**config.mk**
```make
export PLATFORM = sky130hd
export DESIGN_NAME = mgp_port
export DESIGN_NICKNAME = d
export VERILOG_FILES = /design/src/rtl/mgp_pkg.sv /design/src/rtl/mgp_dir_reg.sv /design/src/rtl/mgp_out_half.sv /design/src/rtl/mgp_in_sync.sv /design/src/rtl/mgp_port.sv
export SDC_FILE = /design/constraint.sdc
export NUM_CORES = 1
export LEC_CHECK = 0
export BUFFER_PORTS_ARGS = -buffer_cell sky130_fd_sc_hd__buf_4
export CORE_ASPECT_RATIO = 0.75
export CORE_MARGIN = 8
export CORE_UTILIZATION = 49
export DETAILED_ROUTE_END_ITERATION = 6
export PLACE_DENSITY_LB_ADDON = 0.25
export SLEW_MARGIN = 20
export SYNTH_ARGS = -nofsm -noshare
export SYNTH_HDL_FRONTEND = slang
export SYNTH_SLANG_ARGS = --single-unit
```
**constraint.sdc**
```tcl
create_clock -name clk -period 1.4 [get_ports clk]
set_clock_uncertainty 0.05 [all_clocks]
set_input_delay 0.14 -clock clk [delete_from_list [all_inputs] [get_ports clk]]
set_output_delay 0.14 -clock clk [all_outputs]
set_load 0.01 [all_outputs]
```
**src/rtl/mgp_pkg.sv**
```systemverilog
package mgp_pkg;
  localparam int unsigned OFS_SET_OUT = 32'h00;
  localparam int unsigned OFS_SET_IN  = 32'h04;
  localparam int unsigned OFS_LVL_LO  = 32'h08;
  localparam int unsigned OFS_LVL_HI  = 32'h0C;
  localparam int unsigned OFS_PIN_IN  = 32'h10;

  typedef enum logic [2:0] {
    SEL_NONE,
    SEL_SET_OUT,
    SEL_SET_IN,
    SEL_LVL_LO,
    SEL_LVL_HI,
    SEL_PIN_IN
  } reg_sel_e;
endpackage

```
**src/rtl/mgp_dir_reg.sv**
```systemverilog
module mgp_dir_reg #(
  parameter int NUM_PINS = 32
) (
  input  logic                clk,
  input  logic                rst,
  input  logic                set_we,
  input  logic                clr_we,
  input  logic [NUM_PINS-1:0] wbits,
  output logic [NUM_PINS-1:0] dir_q
);
  always_ff @(posedge clk) begin
    if (rst)
      dir_q <= '0;
    else if (set_we)
      dir_q <= dir_q | wbits;
    else if (clr_we)
      dir_q <= dir_q & ~wbits;
  end


  dir_set_chk: assert property (@(posedge clk) disable iff (rst)
    set_we |=> ((dir_q & $past(wbits)) == $past(wbits)));

  dir_clr_chk: assert property (@(posedge clk) disable iff (rst)
    (clr_we && !set_we) |=> ((dir_q & $past(wbits)) == '0));

  dir_hold_chk: assert property (@(posedge clk) disable iff (rst)
    (!set_we && !clr_we) |=> $stable(dir_q));
endmodule

```
**src/rtl/mgp_out_half.sv**
```systemverilog
module mgp_out_half #(
  parameter int HALF_W = 16
) (
  input  logic              clk,
  input  logic              rst,
  input  logic              we,
  input  logic [HALF_W-1:0] mask,
  input  logic [HALF_W-1:0] val,
  output logic [HALF_W-1:0] lvl_q
);
  always_ff @(posedge clk) begin
    if (rst)
      lvl_q <= '0;
    else if (we)
      lvl_q <= (lvl_q & ~mask) | (val & mask);
  end


  lvl_upd_chk: assert property (@(posedge clk) disable iff (rst)
    we |=> (((lvl_q ^ $past(val)) & $past(mask)) == '0));

  lvl_nomask_chk: assert property (@(posedge clk) disable iff (rst)
    (we && mask == '0) |=> $stable(lvl_q));
endmodule

```
**src/rtl/mgp_in_sync.sv**
```systemverilog
module mgp_in_sync #(
  parameter int NUM_PINS    = 32,
  parameter int SYNC_STAGES = 2
) (
  input  logic                clk,
  input  logic                rst,
  input  logic [NUM_PINS-1:0] pin_async,
  output logic [NUM_PINS-1:0] pin_sync
);
  logic [NUM_PINS-1:0] stage_q [SYNC_STAGES];

  always_ff @(posedge clk) begin
    if (rst) stage_q[0] <= '0;
    else     stage_q[0] <= pin_async;
  end

  for (genvar s = 1; s < SYNC_STAGES; s++) begin : g_stage
    always_ff @(posedge clk) begin
      if (rst) stage_q[s] <= '0;
      else     stage_q[s] <= stage_q[s-1];
    end
  end

  assign pin_sync = stage_q[SYNC_STAGES-1];

  if (SYNC_STAGES == 2) begin : g_chk
    logic [1:0] since_rst;
    always_ff @(posedge clk) begin
      if (rst) since_rst <= '0;
      else if (since_rst != 2'd2) since_rst <= since_rst + 2'd1;
    end

    sync_lat_chk: assert property (@(posedge clk) disable iff (rst)
      (since_rst == 2'd2) |-> (pin_sync == $past(pin_async, 2)));
  end
endmodule

```
**src/rtl/mgp_port.sv**
```systemverilog
module mgp_port
  import mgp_pkg::*;
#(
  parameter int NUM_PINS    = 32,
  parameter int ADDR_W      = 8,
  parameter int DATA_W      = 32,
  parameter int SYNC_STAGES = 2
) (
  input  logic              clk,
  input  logic              rst,
  input  logic [ADDR_W-1:0] bus_addr,
  input  logic [DATA_W-1:0] bus_wdata,
  input  logic              bus_we,
  output logic [DATA_W-1:0] bus_rdata,
  input  logic [NUM_PINS-1:0] pin_in,
  output logic [NUM_PINS-1:0] pin_out,
  output logic [NUM_PINS-1:0] pin_oe
);
  localparam int HALF_W = NUM_PINS / 2;
  localparam int NUM_HALVES = 2;

  reg_sel_e sel;
  always_comb begin
    unique case (32'(bus_addr))
      OFS_SET_OUT: sel = SEL_SET_OUT;
      OFS_SET_IN:  sel = SEL_SET_IN;
      OFS_LVL_LO:  sel = SEL_LVL_LO;
      OFS_LVL_HI:  sel = SEL_LVL_HI;
      OFS_PIN_IN:  sel = SEL_PIN_IN;
      default:     sel = SEL_NONE;
    endcase
  end

  mgp_dir_reg #(.NUM_PINS(NUM_PINS)) u_dir (
    .clk    (clk),
    .rst    (rst),
    .set_we (bus_we && sel == SEL_SET_OUT),
    .clr_we (bus_we && sel == SEL_SET_IN),
    .wbits  (bus_wdata[NUM_PINS-1:0]),
    .dir_q  (pin_oe)
  );

  for (genvar h = 0; h < NUM_HALVES; h++) begin : g_half
    localparam reg_sel_e MY_SEL = (h == 0) ? SEL_LVL_LO : SEL_LVL_HI;
    mgp_out_half #(.HALF_W(HALF_W)) u_half (
      .clk   (clk),
      .rst   (rst),
      .we    (bus_we && sel == MY_SEL),
      .mask  (bus_wdata[2*HALF_W-1:HALF_W]),
      .val   (bus_wdata[HALF_W-1:0]),
      .lvl_q (pin_out[h*HALF_W +: HALF_W])
    );
  end

  logic [NUM_PINS-1:0] pin_sync;
  mgp_in_sync #(.NUM_PINS(NUM_PINS), .SYNC_STAGES(SYNC_STAGES)) u_sync (
    .clk       (clk),
    .rst       (rst),
    .pin_async (pin_in),
    .pin_sync  (pin_sync)
  );

  logic [DATA_W-1:0] rd_next;
  always_comb begin
    rd_next = '0;
    unique case (sel)
      SEL_SET_OUT, SEL_SET_IN: rd_next = DATA_W'(pin_oe);
      SEL_LVL_LO: rd_next = DATA_W'(pin_out[HALF_W-1:0]);
      SEL_LVL_HI: rd_next = DATA_W'(pin_out[NUM_PINS-1:HALF_W]);
      SEL_PIN_IN: rd_next = DATA_W'(pin_sync);
      default:    rd_next = '0;
    endcase
  end

  always_ff @(posedge clk) begin
    if (rst) bus_rdata <= '0;
    else     bus_rdata <= rd_next;
  end


  unmapped_rd_chk: assert property (@(posedge clk) disable iff (rst)
    (sel == SEL_NONE) |=> (bus_rdata == '0));

  dir_rd_chk: assert property (@(posedge clk) disable iff (rst)
    (!bus_we && (sel == SEL_SET_OUT || sel == SEL_SET_IN)) |=> (bus_rdata == DATA_W'(pin_oe)));

  lvl_rd_upper_chk: assert property (@(posedge clk) disable iff (rst)
    (sel == SEL_LVL_LO || sel == SEL_LVL_HI) |=> (bus_rdata[DATA_W-1:HALF_W] == '0));
endmodule

```
==> summary.md <==
| Metric | Value |
|---|---|
| Outcome | `completed` |
| Most used cell, CP | `buf_4` |
| WP buf/inv | `3` |
| Area leader, netlist | `dfxtp_1` |
| Gr ovfl total | `0` |
| Final #Nets | `933` |
| # DRC | `0` |
| Slew @ Worst Pin | `369 ps` |
| CTS HTree Levels | `4` |
| CP top delay family | `buffers and inverters` |
| GPL Wtd Cong | `0.828` |
| CP required | `1690 ps` |
| Worst-path clk slew | `70 ps` |
| Clock network fraction of total power | `45.1%` |
| Slew Viols, Final | `0` |
| Worst setup path class | `in -> reg` |
| Seq/Total Area, Yosys | `51.3%` |
| Sw frac | `23.7%` |
| # clock sinks | `160` |
| Tot GR Track Use | `23.4%` |
| Sequential Power Share | `46.8%` |
| HP Class | `in -> reg` |
| CP peak stage delay | `540 ps` |
| Startpoint types | `input pin` |
| DIE HEIGHT | `114 um` |
| Crit. End Element | `flop` |
| Share of layout cells above drive strength 1 | `27.7%` |
| Hold_sp | `bus_wdata[0]` |
| Internal cell power | `0.00759 W` |
| TritonCTS clock tree | `yes` |
| Setup violations, final | `0` |
| CP max FO | `13` |
| Die outline width | `146 um` |
| Antenna violations before repair | `0` |
| Synth-to-Final Area Change | `45.3%` |
| Syn avg cell area | `9.86 um2` |
| Fmax | `0.765 GHz` |
| Final hold viol count | `0` |
| Clock latency on the worst-skew pair | `420 ps` |
| Inserted Clock Buffers | `17` |
| Main synth FF type | `dfxtp_1` |
| Critical-path cell list | `dlygate4sd3_1 > buf_4 > nand4bb_2 > buf_4 > a31oi_1` |
| RSZ-0062 raised after global routing | `no` |
| Max Cap Viol | `0` |
| Synthesized cell area | `6240 um2` |
| Drt first pass iters | `5` |
| Antenna diode count | `0` |
| Dpl hpwl | `13.0 mm` |
| Port bufs | `170` |
| EDFF count, synth | `0` |
| Net Switching | `0.00236 W` |
| Die area | `16,600 um2` |
| Deepest clock path buffer count | `2` |
| Largest net degree at the start of global routing | `51` |
| Wire per inst | `19.2 um` |
| Synth top area share | `51.3%` |
| Design area | `9070 um2` |
| Initial Util | `50.5%` |
| Count leader, synth | `dfxtp_1` |
| Unique cell type count in the Yosys netlist | `25` |
| Setup ws final | `93.2 ps` |
| Slowest-stage cell, CP | `dlygate4sd3_1` |
| Final Power | `0.00995 W` |
| Hold_ws | `27.1 ps` |
| PD cells | `1100 nW/um2` |
| Crit path from | `rst` |
| Max transition margin | `75.4%` |
| Post-CTS Setup Inserts | `0` |
| Clock tree root buffer cell | `clkbuf_16` |
| Global-route wire length before repair | `31.0 mm` |
| Row cnt | `35` |
| DR iter-0 viols | `438` |
| Routed WL | `19.9 mm` |
| Vias in the first global route | `5,966` |
| Tmin final | `1310 ps` |
| Via density | `5.62` |
| Leak pwr | `3.66 nW` |
| Core area | `12,300 um2` |
| Ys async rst share | `0%` |
| Flops & latches, synth | `160` |
| IO Count | `171` |
| Placed cell area | `7850 um2` |
| Top cells by area, synth | `dfxtp_1 51%, nand2b_1 6.4%, nor2b_1 6.4%` |
| Critical Path AT | `1590 ps` |
| Mapped Cells | `633` |
| Setup WS pre-CTS | `-58.5 ps` |
| Top cells by count, synth | `160 x dfxtp_1, 64 x nand2b_1, 64 x nor2b_1` |
| Peak VDD IR | `0.915 mV` |
| Mapped Nets | `708` |
| Fin crit share | `93.3%` |
| Yosys warnings | `0` |
| Antenna-violating nets left | `0` |
| Via count | `5,827` |
| Gate power share | `8.1%` |
[worst reg2reg max path, cell delays in order, from the launching register on]
cell and delay [ps]:
dfxtp_1 380, inv_1 70, a311o_1 320, o21ai_1 110
[layout make-up]
cell class,instances,area [um2]
clock buffers,19,443
clock inverters,13,124
fillers,876,3280
inverters,32,120
multi-input cells,380,2700
flip-flops and latches,160,3200
well taps,166,208
repair buffers,267,2270
[cells by family (layout without fill, tap and decap cells)]
family                 count (synthesis)  count (layout)  share of synthesized area (%)
multiplexers                          32              32                           5.13
buffers and inverters                 93             331                           6.16
AO/OA/AOI/OAI                        113             113                           12.6
AND/OR/NAND/NOR                      235             235                           24.8
flip-flops                           160             160                           51.3
[stage by stage]
step / cells / util, % / TNS (ps)
3_3_place_gp: 940 / 63.6 / -33.8
6_report: 1037 / 73.4 / 0
2_1_floorplan: 633 / - / 0
5_1_grt: 1037 / 73.4 / 0
3_5_place_dp: 940 / 63.6 / -354
4_1_cts: 1037 / 73.4 / 0
[cell usage in the layout (no fill, tap or decap), types with 3 or more instances in the layout]
| cell | Yosys | layout |
|---|---|---|
| nand4_1 | 32 | 32 |
| o21ai_1 | 30 | 30 |
| nand2b_1 | 64 | 64 |
| nand3_1 | 33 | 33 |
| inv_1 | 32 | 32 |
| dlygate4sd3_1 | 0 | 65 |
| mux2i_1 | 32 | 32 |
| o21ai_0 | 3 | 3 |
| buf_12 | 0 | 8 |
| inv_6 | 0 | 7 |
| clkinvlp_4 | 0 | 3 |
| a31oi_1 | 16 | 16 |
| dfxtp_1 | 160 | 160 |
| a311o_1 | 32 | 32 |
| a22oi_1 | 16 | 16 |
| a21oi_1 | 16 | 16 |
| nand4b_1 | 32 | 32 |
| buf_4 | 1 | 194 |
| clkbuf_16 | 0 | 17 |
| nor2b_1 | 64 | 64 |
[timing repair]
action | CTS | global route
hold buffers | 65 | 0
endpoints found under the setup margin | 0 | 0
endpoints found under the hold margin | 78 | 0
gates resized for setup | 0 | 0
[layer usage]
metal / routed length [um] / global-route usage [%]
met1: 8190 / 27.7
met3: 1940 / 7.48
met5: 0 / 0
met4: 399 / 8.42
met2: 9400 / 39.2
[power by group through the flow]
stage               sequential, W  combinational, W  clock [W]
floorplan                 0.00475          0.000289          0
global placement          0.00476          0.000631          0
detailed placement        0.00476          0.000645          0
CTS                       0.00466          0.000793    0.00453
global route              0.00466          0.000850    0.00471
finish                    0.00466          0.000807    0.00448
[path summary, 6_finish.rpt]
path	to	depth (start not counted)	slack, ps
min reg2reg	u_sync.stage_q[1][23]	1	390
min	flop	3	30
max	bus_rdata[11]	5	90
max reg2reg	flop	3	390
No activity file was read; power rests on OpenSTA's default activity.
